**config.mk**
```make
export PLATFORM = sky130hd
export DESIGN_NAME = smbt_responder
export DESIGN_NICKNAME = d
export VERILOG_FILES = /design/src/rtl/smbt_pkg.sv /design/src/rtl/smbt_regfile.sv /design/src/rtl/smbt_rsp.sv /design/src/rtl/smbt_seq.sv /design/src/rtl/smbt_responder.sv
export SDC_FILE = /design/constraint.sdc
export NUM_CORES = 2
export LEC_CHECK = 0
export BUFFER_PORTS_ARGS = -buffer_cell sky130_fd_sc_hd__buf_4
export CAP_MARGIN = 10
export CORE_ASPECT_RATIO = 0.75
export CORE_MARGIN = 1.5
export CORE_UTILIZATION = 30
export CTS_CLUSTER_DIAMETER = 40
export DETAILED_ROUTE_END_ITERATION = 10
export PLACE_DENSITY = 0.42
export SKIP_LAST_GASP = 1
export SYNTH_ARGS = -nofsm -noshare
export SYNTH_HDL_FRONTEND = slang
export SYNTH_HIERARCHICAL = 1
export SYNTH_SLANG_ARGS = --single-unit
```
**constraint.sdc**
```tcl
create_clock -name clk -period 5.85 [get_ports clk]
set_input_delay 1.17 -clock clk [delete_from_list [all_inputs] [get_ports clk]]
set_output_delay 1.17 -clock clk [all_outputs]
set_load 0.01 [all_outputs]
```
**src/rtl/smbt_pkg.sv**
```systemverilog
package smbt_pkg;

  typedef enum logic [2:0] {
    EV_START = 3'd0,
    EV_STOP  = 3'd1,
    EV_ADDR  = 3'd2,
    EV_WBYTE = 3'd3,
    EV_RDREQ = 3'd4,
    EV_RDACK = 3'd5
  } ev_kind_t;

  typedef enum logic [2:0] {
    PH_IDLE,
    PH_ADDR,
    PH_CMD,
    PH_WDATA,
    PH_WCOUNT,
    PH_WBLK,
    PH_READ,
    PH_DRAIN
  } phase_t;

endpackage

```
**src/rtl/smbt_regfile.sv**
```systemverilog
module smbt_regfile #(
  parameter int AW = 8,
  parameter int DW = 8
) (
  input  logic          clk,
  input  logic          rst_n,
  input  logic          wr_en,
  input  logic [AW-1:0] wr_addr,
  input  logic [DW-1:0] wr_data,
  input  logic [AW-1:0] rd_addr,
  output logic [DW-1:0] rd_data
);
  localparam int DEPTH = 1 << AW;

  logic [DW-1:0] mem [DEPTH];

  always_ff @(posedge clk or negedge rst_n) begin
    if (!rst_n) begin
      for (int i = 0; i < DEPTH; i++) mem[i] <= '0;
    end else if (wr_en) begin
      mem[wr_addr] <= wr_data;
    end
  end

  assign rd_data = mem[rd_addr];
endmodule

```
**src/rtl/smbt_rsp.sv**
```systemverilog
module smbt_rsp #(
  parameter int DW = 8
) (
  input  logic          clk,
  input  logic          rst_n,
  input  logic          load,
  input  logic          ack_in,
  input  logic [DW-1:0] data_in,
  input  logic          rsp_ready,
  output logic          rsp_valid,
  output logic          rsp_ack,
  output logic [DW-1:0] rsp_data
);
  always_ff @(posedge clk or negedge rst_n) begin
    if (!rst_n) begin
      rsp_valid <= 1'b0;
      rsp_ack   <= 1'b0;
      rsp_data  <= '0;
    end else if (load) begin
      rsp_valid <= 1'b1;
      rsp_ack   <= ack_in;
      rsp_data  <= data_in;
    end else if (rsp_valid && rsp_ready) begin
      rsp_valid <= 1'b0;
    end
  end
endmodule

```
**src/rtl/smbt_seq.sv**
```systemverilog
module smbt_seq
  import smbt_pkg::*;
#(
  parameter int          AW      = 8,
  parameter int          DW      = 8,
  parameter int          MAX_BLK = 32,
  parameter logic [7:0]  BLK_LO  = 8'h80,
  parameter logic [7:0]  BLK_HI  = 8'hBF
) (
  input  logic          clk,
  input  logic          rst_n,
  input  logic [DW-2:0] own_addr,
  input  logic          ev_fire,
  input  logic [2:0]    ev_code,
  input  logic [DW-1:0] ev_byte,
  input  logic [DW-1:0] rd_data,
  output logic          wr_en,
  output logic [AW-1:0] wr_addr,
  output logic [DW-1:0] wr_data,
  output logic [AW-1:0] rd_addr,
  output logic          rsp_load,
  output logic          rsp_ack,
  output logic [DW-1:0] rsp_byte,
  output logic          quick_stb,
  output logic          quick_rw
);
  localparam int CW = $clog2(MAX_BLK + 1);

  phase_t        phase_q, phase_d;
  logic [AW-1:0] cmd_q, cmd_d;
  logic [AW-1:0] cur_q, cur_d;
  logic [CW-1:0] left_q, left_d;
  logic          qpend_q, qpend_d;
  logic          rw_q, rw_d;
  logic          qstb_d;

  ev_kind_t kind;
  logic     addr_hit;
  logic     in_blk;
  logic     cnt_ok;

  assign kind     = ev_kind_t'(ev_code);
  assign addr_hit = (ev_byte[DW-1:1] == own_addr);
  assign in_blk   = (ev_byte[7:0] >= BLK_LO) && (ev_byte[7:0] <= BLK_HI);
  assign cnt_ok   = (ev_byte <= DW'(MAX_BLK));

  assign wr_addr = cur_q;
  assign wr_data = ev_byte;
  assign rd_addr = cur_q;

  always_comb begin
    phase_d  = phase_q;
    cmd_d    = cmd_q;
    cur_d    = cur_q;
    left_d   = left_q;
    qpend_d  = qpend_q;
    rw_d     = rw_q;
    qstb_d   = 1'b0;
    wr_en    = 1'b0;
    rsp_load = 1'b0;
    rsp_ack  = 1'b0;
    rsp_byte = '1;
    if (ev_fire) begin
      case (kind)
        EV_START: begin
          phase_d = PH_ADDR;
          qpend_d = 1'b0;
        end
        EV_STOP: begin
          phase_d = PH_IDLE;
          qpend_d = 1'b0;
          qstb_d  = qpend_q;
        end
        EV_ADDR: begin
          rsp_load = 1'b1;
          qpend_d  = 1'b0;
          if (phase_q == PH_ADDR && addr_hit) begin
            rsp_ack = 1'b1;
            qpend_d = 1'b1;
            rw_d    = ev_byte[0];
            cur_d   = cmd_q;
            phase_d = ev_byte[0] ? PH_READ : PH_CMD;
          end else begin
            phase_d = PH_DRAIN;
          end
        end
        EV_WBYTE: begin
          rsp_load = 1'b1;
          qpend_d  = 1'b0;
          case (phase_q)
            PH_CMD: begin
              rsp_ack = 1'b1;
              cmd_d   = ev_byte[AW-1:0];
              cur_d   = ev_byte[AW-1:0];
              phase_d = in_blk ? PH_WCOUNT : PH_WDATA;
            end
            PH_WDATA: begin
              rsp_ack = 1'b1;
              wr_en   = 1'b1;
              cur_d   = cur_q + 1'b1;
            end
            PH_WCOUNT: begin
              if (cnt_ok) begin
                rsp_ack = 1'b1;
                wr_en   = 1'b1;
                cur_d   = cur_q + 1'b1;
                left_d  = ev_byte[CW-1:0];
                phase_d = PH_WBLK;
              end else begin
                phase_d = PH_DRAIN;
              end
            end
            PH_WBLK: begin
              if (left_q != '0) begin
                rsp_ack = 1'b1;
                wr_en   = 1'b1;
                cur_d   = cur_q + 1'b1;
                left_d  = left_q - 1'b1;
              end else begin
                phase_d = PH_DRAIN;
              end
            end
            default: phase_d = PH_DRAIN;
          endcase
        end
        EV_RDREQ: begin
          rsp_load = 1'b1;
          rsp_ack  = 1'b1;
          qpend_d  = 1'b0;
          if (phase_q == PH_READ) begin
            rsp_byte = rd_data;
            cur_d    = cur_q + 1'b1;
          end
        end
        EV_RDACK: begin
          if (phase_q == PH_READ && ev_byte[0]) phase_d = PH_DRAIN;
        end
        default: ;
      endcase
    end
  end

  always_ff @(posedge clk or negedge rst_n) begin
    if (!rst_n) begin
      phase_q   <= PH_IDLE;
      cmd_q     <= '0;
      cur_q     <= '0;
      left_q    <= '0;
      qpend_q   <= 1'b0;
      rw_q      <= 1'b0;
      quick_stb <= 1'b0;
      quick_rw  <= 1'b0;
    end else begin
      phase_q   <= phase_d;
      cmd_q     <= cmd_d;
      cur_q     <= cur_d;
      left_q    <= left_d;
      qpend_q   <= qpend_d;
      rw_q      <= rw_d;
      quick_stb <= qstb_d;
      if (qstb_d) quick_rw <= rw_q;
    end
  end
endmodule

```
**src/rtl/smbt_responder.sv**
```systemverilog
module smbt_responder #(
  parameter int          AW      = 8,
  parameter int          DW      = 8,
  parameter int          MAX_BLK = 32,
  parameter logic [7:0]  BLK_LO  = 8'h80,
  parameter logic [7:0]  BLK_HI  = 8'hBF
) (
  input  logic          clk,
  input  logic          rst_n,
  input  logic [DW-2:0] own_addr,
  input  logic          ev_valid,
  output logic          ev_ready,
  input  logic [2:0]    ev_kind,
  input  logic [DW-1:0] ev_byte,
  output logic          rsp_valid,
  input  logic          rsp_ready,
  output logic          rsp_ack,
  output logic [DW-1:0] rsp_data,
  output logic          quick_stb,
  output logic          quick_rw
);
  logic          ev_fire;
  logic          wr_en;
  logic [AW-1:0] wr_addr;
  logic [DW-1:0] wr_data;
  logic [AW-1:0] rd_addr;
  logic [DW-1:0] rd_data;
  logic          ld;
  logic          ld_ack;
  logic [DW-1:0] ld_byte;

  assign ev_ready = !rsp_valid;
  assign ev_fire  = ev_valid && ev_ready;

  smbt_seq #(
    .AW(AW), .DW(DW), .MAX_BLK(MAX_BLK), .BLK_LO(BLK_LO), .BLK_HI(BLK_HI)
  ) u_seq (
    .clk      (clk),
    .rst_n    (rst_n),
    .own_addr (own_addr),
    .ev_fire  (ev_fire),
    .ev_code  (ev_kind),
    .ev_byte  (ev_byte),
    .rd_data  (rd_data),
    .wr_en    (wr_en),
    .wr_addr  (wr_addr),
    .wr_data  (wr_data),
    .rd_addr  (rd_addr),
    .rsp_load (ld),
    .rsp_ack  (ld_ack),
    .rsp_byte (ld_byte),
    .quick_stb(quick_stb),
    .quick_rw (quick_rw)
  );

  smbt_regfile #(.AW(AW), .DW(DW)) u_regs (
    .clk     (clk),
    .rst_n   (rst_n),
    .wr_en   (wr_en),
    .wr_addr (wr_addr),
    .wr_data (wr_data),
    .rd_addr (rd_addr),
    .rd_data (rd_data)
  );

  smbt_rsp #(.DW(DW)) u_rsp (
    .clk       (clk),
    .rst_n     (rst_n),
    .load      (ld),
    .ack_in    (ld_ack),
    .data_in   (ld_byte),
    .rsp_ready (rsp_ready),
    .rsp_valid (rsp_valid),
    .rsp_ack   (rsp_ack),
    .rsp_data  (rsp_data)
  );
endmodule

```
==> summary.md <==
| Metric | Value |
|---|---|
| Crit Path Category | reg -> reg |
| # IOs | 35 |
| Setup violators final | 0 |
| RSZ-0062 raised after global routing | no |
| Rel. slew slack | approximately 12% |
| Fmax | just under 200 MHz |
| CTS clk-pin slew, worst paths | 0.05 ns |
| CTS sink cnt | 2087 |
| First DRT Iteration DRCs | between 3000 and 4000 |
| Register bit total from synthesis | approximately 2100 |
| FF-to-FF setup slack | 0.80 ns |
| Share of the yosys chip area belonging to registers | 54.4% |
| Post-synth EDFFs | 0 |
| Global Route Usage Sum | between 10% and 20% |
| NumNets Final | about 6500 |
| DRT Pass-1 Iters | 5 |
| CTS tree | done |
| PortBufs | 34 |
| Post_cts resized | 0 |
| Worst Skew | around 0.046 ns |
| CP arrival | roughly 5.8 ns |
| Max Slew Vio Count | 0 |
| Total die area | about 320000 µm² |
| Post-Synthesis Cells | 6336 |
| Reg-to-reg endpoint | u_rsp/rsp_data[2] |
| CP Capture Type | register |
| Via/cell ratio | between 5 and 6 |
| Wire length per cell | ~28 µm |
| Cell Area, Synth | roughly 96000 µm² |
| Cell variety after synth | between 70 and 80 |
| Initial antenna violation count | 13 |
| Postcts setup bufs | 0 |
| Sequential power share | a little under two fifths |
| Initial cell density of the core | between 30% and 40% |
| Worst R2R Path Depth | 10 |
| First-pass GRT wire length | approximately 450000 µm |
| H-tree depth | 5 |
| Worst-path fanout max | 30 |
| Hold WS | 0.222 ns |
| Total power | between 40 and 50 mW |
| Hold Path Class | in -> async |
| Main synth FF type | dfrtp_1 |
| Final ANT Viol Nets | 0 |
| CTS Buf Count | between 300 and 400 |
| YS warnings | 6 |
| Clock share of power | just over 50% |
| Logic pwr share | 12.7% |
| Gpl congestion | 0.788 |
| Async SR Flop Fraction | 100% |
| Dpl hpwl | 195000 µm |
| # DRC | 0 |
| FP Rows | between 150 and 200 |
| DR vias | between 50000 and 60000 |
| Worst-Margin Slew | between 1 and 1.5 ns |
| Vias in the first global route | ~60000 |
| Die W | ~660 µm |
| Setup TNS Final | 0 ns |
| Overflow after GRT | 0 |
| Startpoint types | register |
| Hold_buf cts | 0 |
| Sw power | around 11 mW |
| Status | finished, final reports clean |
| Syn avg cell area | 15.2 µm² |
| Power Dens Cells | roughly 350 nW/µm² |
| Root Driver | clkbuf_16 |
| Worst setup path end | u_rsp/rsp_data[2] |
| Crit Reg-Reg Startpoint | u_seq/rd_addr[0] |
| Switching share of total power | roughly 28% |
| Longest Clk Path Bufs | 4 |
| P_leak | 52.6 nW |
| Final wirelength | between 300000 and 400000 µm |
| Share of cells above drive strength 1 | between 50% and 60% |
| Worst-Skew Late Latency | about 0.9 ns |
| Most frequent cells in the layout | dfrtp_1, mux2_2, mux4_2 |
| WP data required | 6.60 ns |
| Period utilization | 86.3% |
| Area growth syn-to-layout | 17.9% |
| Crit path time final | slightly above 5 ns |
| Die Ht | approximately 490 µm |
| Mapped Nets | between 6000 and 7000 |
| Worst setup path startpoint | u_seq/rd_addr[0] |
| CORE AREA | between 300000 and 400000 µm² |
| Internal Power | roughly 29 mW |
| Peak VDD IR | around 250 µV |
| Max_cap viols | 0 |
| Most common cell after layout, fill and taps aside | dfrtp_1 |
| Largest net degree at the start of global routing | around 170 |
| Hold Vio Cnt, Final | 0 |
[registers in the layout, summed over array words and instances, names as in the netlist]
signal and flops:
u_rsp/rsp_data 8, u_seq/rd_addr 8, u_regs/mem 2048, u_seq/quick_rw 1
u_seq/qpend_q 1, u_seq/rw_q 1, u_seq/quick_stb 1, u_rsp/rsp_valid 1
u_seq/phase_q 3, u_seq/cmd_q 8, u_seq/left_q 6, u_rsp/rsp_ack 1
[worst max-delay path, cell delays in order (launching register included)]
cell,delay (ns)
dfrtp_4,1.08
inv_2,0.33
nor2_1,0.57
buf_4,0.27
a221oi_1,0.08
o21ai_0,0.16
o311ai_0,0.38
o31ai_1,1.14
nor3_1,0.15
or2_2,0.39
mux2_4,0.27
[final cells by class]
class                      count  area (µm²)
antenna                        3        7.51
clock buffer                 394        8880
clock inverter               195        2430
fill                       30321      205000
inverter                      18        67.6
multi-input combinational   3743       41300
sequential                  2087       52200
tap                         4253        5320
timing repair buffer         326        3010
[how the worst min path moves through the flow]
stage          cells after the start         endpoint       start
6_report                           1  u_regs/mem[459]       rst_n
4_1_cts                            1  u_regs/mem[467]       rst_n
3_5_place_dp                       1       u_seq/rw_q  u_seq/rw_q
2_1_floorplan                      1       u_seq/rw_q  u_seq/rw_q
3_3_place_gp                       1       u_seq/rw_q  u_seq/rw_q
5_1_grt                            1  u_regs/mem[459]       rst_n
[metrics by stage]
step | instances | cell area [µm²] | setup WS, ns | utilization, %
after floorplan | 6336 | 96000 | 2.02 | -
after global placement | 10425 | 102000 | 0.532 | 32.0
after detailed placement | 10427 | 102000 | 0.603 | 32.1
after CTS | 11016 | 113000 | 0.799 | 35.6
after global routing | 11016 | 113000 | 0.674 | 35.6
final | 11019 | 113000 | 0.803 | 35.6
[synth_stat cells, types with 11 or more instances]
cell | count | share of area, %
a21oi_1 | 122 | 0.64
a221oi_1 | 11 | 0.10
a22o_1 | 19 | 0.17
a22oi_1 | 161 | 1.3
and2_1 | 11 | 0.072
buf_1 | 12 | 0.047
buf_12 | 12 | 0.25
buf_2 | 81 | 0.42
buf_4 | 29 | 0.23
buf_6 | 32 | 0.38
buf_8 | 11 | 0.17
clkbuf_1 | 311 | 1.2
dfrtp_1 | 2087 | 54
inv_1 | 16 | 0.063
mux2_2 | 2059 | 24
mux2i_1 | 153 | 1.6
mux4_2 | 443 | 10
nand2_1 | 181 | 0.71
nand2b_1 | 17 | 0.11
nand3_1 | 27 | 0.14
nor2_1 | 153 | 0.60
nor2_2 | 60 | 0.39
nor2b_1 | 30 | 0.20
nor3_1 | 28 | 0.15
nor4_1 | 23 | 0.15
o21ai_0 | 33 | 0.17
o221ai_1 | 33 | 0.30
o22ai_1 | 31 | 0.20
or2_2 | 13 | 0.085
[logic make-up after synthesis]
group                      synth area share [%]
AOI/OAI and AO/OA                          3.47
xor gates and xnor gates                 0.0638
adders and majority gates                0.0651
buffers and inverters                      2.78
DFF                                        54.4
muxes                                      36.3
and+or+nand+nor                            2.94
[power groups by stage]
stage	clock (mW)	sequential, mW	combinational, mW
floorplan	0	14.9	3.40
global placement	0	15.1	5.23
detailed placement	0	15.1	5.23
CTS	20.8	14.8	5.24
global route	21.4	14.8	5.45
finish	20.2	14.8	5.12
[metal layers]
metal | share of wire (%) | global-route usage (%)
met1 | 51 | 29.5
met2 | 43 | 27.4
met3 | 4.7 | 3.03
met4 | 1.8 | 3.58
met5 | 0 | 0
(Power assumes the default switching activity.)
